===== src/rtl/dbg_exec_pkg.sv =====
package dbg_exec_pkg;
   typedef enum logic [2:0] {
      CMD_NOP   = 3'd0,
      CMD_RUN   = 3'd1,
      CMD_HALT  = 3'd2,
      CMD_STEP  = 3'd3,
      CMD_SKIP  = 3'd4,
      CMD_CLEAR = 3'd5
   } dbg_cmd_e;

   typedef enum logic [2:0] {
      BK_OFF     = 3'd0,
      BK_PC      = 3'd1,
      BK_RD      = 3'd2,
      BK_WR      = 3'd3,
      BK_RD_DATA = 3'd4,
      BK_WR_DATA = 3'd5
   } bp_kind_e;

   typedef enum logic [1:0] {
      EX_RUN  = 2'd0,
      EX_HALT = 2'd1,
      EX_STEP = 2'd2,
      EX_SKIP = 2'd3
   } ex_state_e;
endpackage


===== src/rtl/dbg_bp_slot.sv =====
module dbg_bp_slot
   import dbg_exec_pkg::*;
#(
   parameter int PC_W = 16,
   parameter int AW   = 24,
   parameter int DW   = 8,
   parameter int NSPC = 4,
   localparam int SPW = (NSPC > 1) ? $clog2(NSPC) : 1
) (
   input  logic                 clk,
   input  logic                 rst,
   input  logic                 cfg_we,
   input  logic [2:0]           cfg_kind,
   input  logic [SPW-1:0]       cfg_space,
   input  logic [AW-1:0]        cfg_addr,
   input  logic [DW-1:0]        cfg_data,
   input  logic                 cmp_on,
   input  logic [PC_W-1:0]      pc,
   input  logic [NSPC*AW-1:0]   mem_addr,
   input  logic [NSPC*DW-1:0]   mem_data,
   input  logic [NSPC-1:0]      mem_rd,
   input  logic [NSPC-1:0]      mem_wr,
   output logic                 armed,
   output logic                 match
);
   bp_kind_e       kind_q;
   logic [SPW-1:0] space_q;
   logic [AW-1:0]  addr_q;
   logic [DW-1:0]  data_q;

   always_ff @(posedge clk) begin
      if (rst) begin
         kind_q  <= BK_OFF;
         space_q <= '0;
         addr_q  <= '0;
         data_q  <= '0;
      end else if (cfg_we) begin
         kind_q  <= bp_kind_e'(cfg_kind);
         space_q <= cfg_space;
         addr_q  <= cfg_addr;
         data_q  <= cfg_data;
      end
   end

   // per-space views of the buses
   logic [AW-1:0] a_arr [NSPC];
   logic [DW-1:0] d_arr [NSPC];
   for (genvar s = 0; s < NSPC; s++) begin : g_unpack
      assign a_arr[s] = mem_addr[s*AW +: AW];
      assign d_arr[s] = mem_data[s*DW +: DW];
   end

   // operand isolation: comparators see zeros when compare is off
   logic [AW-1:0]   op_addr;
   logic [DW-1:0]   op_data;
   logic [PC_W-1:0] op_pc;
   logic            op_rd, op_wr;
   always_comb begin
      op_addr = cmp_on ? a_arr[space_q]  : '0;
      op_data = cmp_on ? d_arr[space_q]  : '0;
      op_pc   = cmp_on ? pc              : '0;
      op_rd   = cmp_on & mem_rd[space_q];
      op_wr   = cmp_on & mem_wr[space_q];
   end

   logic addr_eq, data_eq, pc_eq;
   assign addr_eq = (op_addr == addr_q);
   assign data_eq = (op_data == data_q);
   assign pc_eq   = (op_pc == addr_q[PC_W-1:0]);

   always_comb begin
      unique case (kind_q)
         BK_PC:      match = cmp_on & pc_eq;
         BK_RD:      match = op_rd & addr_eq;
         BK_WR:      match = op_wr & addr_eq;
         BK_RD_DATA: match = op_rd & addr_eq & data_eq;
         BK_WR_DATA: match = op_wr & addr_eq & data_eq;
         default:    match = 1'b0;
      endcase
   end

   assign armed = (kind_q inside {BK_PC, BK_RD, BK_WR, BK_RD_DATA, BK_WR_DATA});
endmodule


===== src/rtl/dbg_exec_fsm.sv =====
module dbg_exec_fsm
   import dbg_exec_pkg::*;
(
   input  logic       clk,
   input  logic       rst,
   input  logic       cmd_valid,
   input  logic [2:0] cmd_code,
   input  logic       insn_end,
   input  logic       bp_fire,
   output logic       cpu_run,
   output logic       insn_kill,
   output logic       eval_en,
   output logic [1:0] state_o
);
   ex_state_e st_q, st_d;
   logic      pend_q, pend_d;
   logic      c_halt, c_run, c_step, c_skip;

   assign c_halt = cmd_valid && (cmd_code == CMD_HALT);
   assign c_run  = cmd_valid && (cmd_code == CMD_RUN);
   assign c_step = cmd_valid && (cmd_code == CMD_STEP);
   assign c_skip = cmd_valid && (cmd_code == CMD_SKIP);

   always_comb begin
      st_d = st_q;
      if (c_halt) begin
         st_d = EX_HALT;
      end else begin
         unique case (st_q)
            EX_HALT: begin
               if (c_run)       st_d = EX_RUN;
               else if (c_step) st_d = EX_STEP;
               else if (c_skip) st_d = EX_SKIP;
            end
            EX_RUN:  if (insn_end && (pend_q || bp_fire)) st_d = EX_HALT;
            default: if (insn_end) st_d = EX_HALT;
         endcase
      end
      // a match remembered until the end of the instruction in free run
      pend_d = (st_q == EX_RUN) && (st_d == EX_RUN) && !insn_end && (pend_q || bp_fire);
   end

   always_ff @(posedge clk) begin
      if (rst) begin
         st_q   <= EX_RUN;
         pend_q <= 1'b0;
      end else begin
         st_q   <= st_d;
         pend_q <= pend_d;
      end
   end

   assign cpu_run   = (st_q != EX_HALT);
   assign insn_kill = (st_q == EX_SKIP);
   assign eval_en   = (st_q == EX_RUN) || (st_q == EX_STEP);
   assign state_o   = st_q;
endmodule


===== src/rtl/dbg_exec_bp.sv =====
module dbg_exec_bp
   import dbg_exec_pkg::*;
#(
   parameter int NBP       = 4,
   parameter int PC_W      = 16,
   parameter int AW        = 24,
   parameter int DW        = 8,
   parameter int NSPC      = 4,
   parameter bit GATE_IDLE = 1'b1,
   localparam int SLW = (NBP > 1) ? $clog2(NBP) : 1,
   localparam int SPW = (NSPC > 1) ? $clog2(NSPC) : 1
) (
   input  logic                 clk,
   input  logic                 rst,
   input  logic                 cmd_valid,
   input  logic [2:0]           cmd_code,
   input  logic                 cfg_we,
   input  logic [SLW-1:0]       cfg_slot,
   input  logic [2:0]           cfg_kind,
   input  logic [SPW-1:0]       cfg_space,
   input  logic [AW-1:0]        cfg_addr,
   input  logic [DW-1:0]        cfg_data,
   input  logic [PC_W-1:0]      pc,
   input  logic                 insn_end,
   input  logic [NSPC*AW-1:0]   mem_addr,
   input  logic [NSPC*DW-1:0]   mem_data,
   input  logic [NSPC-1:0]      mem_rd,
   input  logic [NSPC-1:0]      mem_wr,
   output logic                 cpu_run,
   output logic                 insn_kill,
   output logic [NBP-1:0]       bp_hit
);
   if (NBP < 1 || DW < 1 || PC_W < 1 || PC_W > AW || NSPC < 2 || (1 << SPW) != NSPC) begin : g_bad_cfg
      $error("dbg_exec_bp: illegal parameter set");
   end

   logic           eval_en, cmp_on, any_armed, bp_fire, clr;
   logic [1:0]     ex_state;
   logic [NBP-1:0] armed_v, match_v, hit_q;

   assign any_armed = |armed_v;

   if (GATE_IDLE) begin : g_gate
      assign cmp_on = eval_en & any_armed;
   end else begin : g_nogate
      assign cmp_on = eval_en;
   end

   for (genvar i = 0; i < NBP; i++) begin : g_slot
      dbg_bp_slot #(.PC_W(PC_W), .AW(AW), .DW(DW), .NSPC(NSPC)) u_slot (
         .clk      (clk),
         .rst      (rst),
         .cfg_we   (cfg_we && (cfg_slot == SLW'(i))),
         .cfg_kind (cfg_kind),
         .cfg_space(cfg_space),
         .cfg_addr (cfg_addr),
         .cfg_data (cfg_data),
         .cmp_on   (cmp_on),
         .pc       (pc),
         .mem_addr (mem_addr),
         .mem_data (mem_data),
         .mem_rd   (mem_rd),
         .mem_wr   (mem_wr),
         .armed    (armed_v[i]),
         .match    (match_v[i])
      );
   end

   assign bp_fire = |match_v;

   dbg_exec_fsm u_fsm (
      .clk      (clk),
      .rst      (rst),
      .cmd_valid(cmd_valid),
      .cmd_code (cmd_code),
      .insn_end (insn_end),
      .bp_fire  (bp_fire),
      .cpu_run  (cpu_run),
      .insn_kill(insn_kill),
      .eval_en  (eval_en),
      .state_o  (ex_state)
   );

   assign clr = cmd_valid && (cmd_code == CMD_CLEAR);

   always_ff @(posedge clk) begin
      if (rst) hit_q <= '0;
      else     hit_q <= (hit_q & ~{NBP{clr}}) | match_v;
   end

   assign bp_hit = hit_q;
endmodule


===== config.mk =====
export PLATFORM = sky130hd
export DESIGN_NAME = dbg_exec_bp
export DESIGN_NICKNAME = d
export VERILOG_FILES = /design/src/rtl/dbg_exec_pkg.sv /design/src/rtl/dbg_bp_slot.sv /design/src/rtl/dbg_exec_fsm.sv /design/src/rtl/dbg_exec_bp.sv
export SDC_FILE = /design/constraint.sdc
export NUM_CORES = 1
export LEC_CHECK = 0
export CORE_MARGIN = 1.5
export CORE_UTILIZATION = 30
export DETAILED_ROUTE_END_ITERATION = 16
export PLACE_DENSITY = 0.57
export SLEW_MARGIN = 15
export SYNTH_ARGS = -nofsm -noshare
export SYNTH_HDL_FRONTEND = slang
export SYNTH_SLANG_ARGS = --single-unit
export TNS_END_PERCENT = 50

===== constraint.sdc =====
create_clock -name clk -period 3.1 [get_ports clk]
set_clock_uncertainty 0.2 [all_clocks]
set_input_delay 0.31 -clock clk [delete_from_list [all_inputs] [get_ports clk]]
set_output_delay 0.31 -clock clk [all_outputs]
set_load 0.02 [all_outputs]

==> qor.yml <==
synthesis:
  synth_fp_nets: 1623
  yosys.area.top_type: "dfxtp_1"
  netlist_area_sq_mm: 0.01258
  ys_warn_count: 0
  async_flop_share_pct: 0
  syn_avg_cell_area_sq_um: 8.837
  ys_types: 72
  synth.top_cell.area_share_pct: 24.66
  ys.flop_type: "dfxtp_1"
  synth-seq-cells: 155
  netlist_instances: 1424
  ys_top_cells_by_area: "dfxtp_1 (25%), mux4_2 (24%), nand2_1 (10%)"
  synth_edf_count: 0
  ys_seq_area_share_pct: 24.66
status:
  status: "complete, but fails checks"
  violations: "negative setup slack"
cts:
  clock_path_buffers: 2
  cts-buffers-inserted: 17
  cts_max_level: 4
  tritoncts: "yes"
  ctsHoldBuffers: 0
  cts_root_buf: "clkbuf_16"
  clkTransAtPathRegs_ns: 0.07
  clock-sinks: 155
  clk_latency_ns: 0.45
setup_path:
  crit_arrival_ns: 3.38
  endpoint: "u_fsm.state_o[0]$_SDFF_PP0_"
  reg2reg_slack_ns: -0.14
  crit_start: "g_slot[0].u_slot.kind_q[2]$_SDFFE_PP0P_"
  r2r_start: "g_slot[0].u_slot.kind_q[2]$_SDFFE_PP0P_"
  crit_fanout: 8
  crit_path_end_kind: "flop"
  critPathLaunchType: "flop"
  rr_worst_depth: 15
  required_ns: 3.24
  critPathKind: "reg -> reg"
  worstReg2RegEnd: "u_fsm.state_o[0]$_SDFF_PP0_"
power_and_ir_drop:
  total_power_mw: 6.747
  leakagePower_nw: 6.071
  vdd_drop_max_v: 0.0003530
  p_per_area_mw_per_mm2: 380.3
die:
  boundaryPins: 205
  die_y_um: 207.8
  die_area_sq_mm: 0.04318
  rows: 74
  core-area_sq_mm: 0.04111
  die_w_um: 207.8
  initial_core_util_pct: 30.61
placed_design:
  gp_congestion: 0.9684
  io_buffers: 204
  post_dp_cell_area_sq_mm: 0.01665
  hpwl_um: 44090
global_routing:
  track_usage_pct: 26.45
  antenna_found_initial: 8
  grt_max_degree: 69
  grt_pass1_vias: 13020
  overflow: 0
  grt_pass1_wl_um: 84940
layout:
  final_nets: 1950
  fin_area_sq_mm: 0.01774
  drive_gt1_share_pct: 26.36
  nFillCells: 4067
  area_growth_pct: 40.97
  regArea_sq_mm: 0.003117
  multi_input_area_sq_mm: 0.009250
hold_path:
  hold_path_class: "in -> reg"
detailed_routing:
  drc: 0
  routedWlPerCell_um: 25.22
  ant_nets: 0
  vias: 13450
  avgViaCountPerCell: 5.851
  routed_wl_um: 57950
  first_iter_violations: 1363
  dr.pass1.iters: 6
sta:
  whs_ns: 0.1873
  maxSlewHeadroom_pct: 54.12
  setup_viol: 2
  hold_viol: 0
  finalCritPeriodShare_pct: 104.5
  min_period_ns: 3.240
  finalSetupTns_ns: -0.2267
  fin_ws_ns: -0.1399
  rsz0062_at_grt: "yes"
  finalMaxSlewViolations: 0
  fmax_ghz: 0.3087
  tightest_slew_ns: 0.6882
job:
  cap_violations: 0
## worst max-delay path, cell delays in order, from the launching register on
cell and delay, ns:
dfxtp_2 0.32, or3_4 0.39, a22oi_2 0.16, buf_6 0.13, buf_12 0.10, a21oi_4 0.06
buf_12 0.17, buf_4 0.17, o32ai_1 0.33, nand4_1 0.26, nor3_2 0.21, buf_4 0.13
a41oi_2 0.09, nand3b_1 0.16, nor3_2 0.07, o41ai_2 0.19
## kinds of logic (layout without fill, tap and decap cells)
| group | Yosys count | in the layout | share of synthesized area, % |
|---|---|---|---|
| multiplexers | 143 | 143 | 24.98 |
| AND/OR/NAND/NOR | 508 | 508 | 18.47 |
| AO/OA/AOI/OAI | 342 | 342 | 17.61 |
| flip-flops | 155 | 155 | 24.66 |
| XOR/XNOR | 136 | 136 | 9.466 |
| other | 0 | 2 | 0 |
| buffers and inverters | 140 | 480 | 4.813 |
## layout make-up
cell class	instances	area share, %
Clock buffer	21	2.539
Multi-Input combinational cell	1129	52.15
Inverter	19	0.4021
Antenna cell	2	0.02821
Timing Repair Buffer	429	22.67
Sequential cell	155	17.57
Tap cell	532	3.753
Clock inverter	11	0.8888
## per-layer routing
metal	up-vias	track usage [%]	wire length (um)
li1	6001	-	-
met1	6583	32.86	22760
met2	712	45.06	27780
met3	135	5.431	5214
met4	14	9.917	2102
met5	-	0	93
## cell usage after synthesis (all sizes together) (3+ instances only)
cell     count
or3b         3
o31ai        3
clkbuf      74
a31oi       33
a22oi        3
a221oi       3
nor2b        5
nor3         8
or3          6
or2          4
a21oi      166
inv         19
dfxtp      155
mux4       136
o2111ai      5
xnor2       50
xor2        86
nor4bb      16
nand3b       7
buf         47
a2111oi      5
nor4        18
a211oi      14
o32a         4
nor4b       13
mux2i        5
nor2        46
nand2b       5
o32ai       53
nand3       16
o22ai        8
o21ai       23
nand4       12
nand2      336
## flip-flops by register name, indices dropped and copies added, names as in the netlist
register and cells:
g_slot.u_slot.space_q 8, g_slot.u_slot.data_q 32, bp_hit 4, g_slot.u_slot.addr_q 96, g_slot.u_slot.kind_q 12, u_fsm.state_o 2, u_fsm.pend_q 1
## where the power goes
group	internal [mW]	switching [mW]
Clock	1.30	0.953
Combinational	1.17	1.15
Sequential	2.05	0.116
Total	4.53	2.22
## worst min-delay path by stage
stage	slack, ns	startpoint	end	depth (start not counted)
after floorplan	0.21	rst	u_fsm.state_o[0]$_SDFF_PP0_	1
after global placement	0.24	g_slot[2].u_slot.data_q[5]$_SDFFE_PP0P_	g_slot[2].u_slot.data_q[5]$_SDFFE_PP0P_	2
after detailed placement	0.25	g_slot[2].u_slot.data_q[5]$_SDFFE_PP0P_	g_slot[2].u_slot.data_q[5]$_SDFFE_PP0P_	2
after CTS	0.20	rst	bp_hit[2]$_SDFF_PP0_	2
after global routing	0.22	rst	u_fsm.state_o[1]$_SDFF_PP0_	2
final	0.19	rst	u_fsm.state_o[1]$_SDFF_PP0_	2
## cell usage in the layout (no fill, tap or decap), types with 20 or more instances in the layout
| cell type | netlist | routed |
|---|---|---|
| dfxtp_1 | 155 | 148 |
| buf_12 | 0 | 20 |
| mux4_2 | 134 | 134 |
| nand2_1 | 336 | 334 |
| o21ai_0 | 23 | 21 |
| a31oi_1 | 33 | 33 |
| buf_4 | 5 | 200 |
| a21oi_1 | 165 | 164 |
| o32ai_1 | 52 | 34 |
| xor2_1 | 86 | 86 |
| nor2_1 | 46 | 44 |
| clkdlybuf4s50_1 | 0 | 203 |
| xnor2_1 | 50 | 50 |
## repair_timing
| item | in CTS | in global routing |
|---|---|---|
| pin swaps | 24 | 7 |
| gates resized for setup | 54 | 15 |
| endpoints found under the hold margin | 0 | 0 |
| gates cloned | 1 | 0 |
| endpoints found under the setup margin | 6 | 6 |
| buffers inserted | 8 | 1 |
## through the flow
step                setup WS, ns  util [%]  cells
finish                   -0.1399     43.15   2298
floorplan                 0.2068         -   1424
CTS                      -0.1463     42.88   2295
global placement         -0.5091     40.50   2257
detailed placement       -0.3823     40.50   2257
global route             -0.2500     43.14   2296
(Power assumes the default switching activity.)
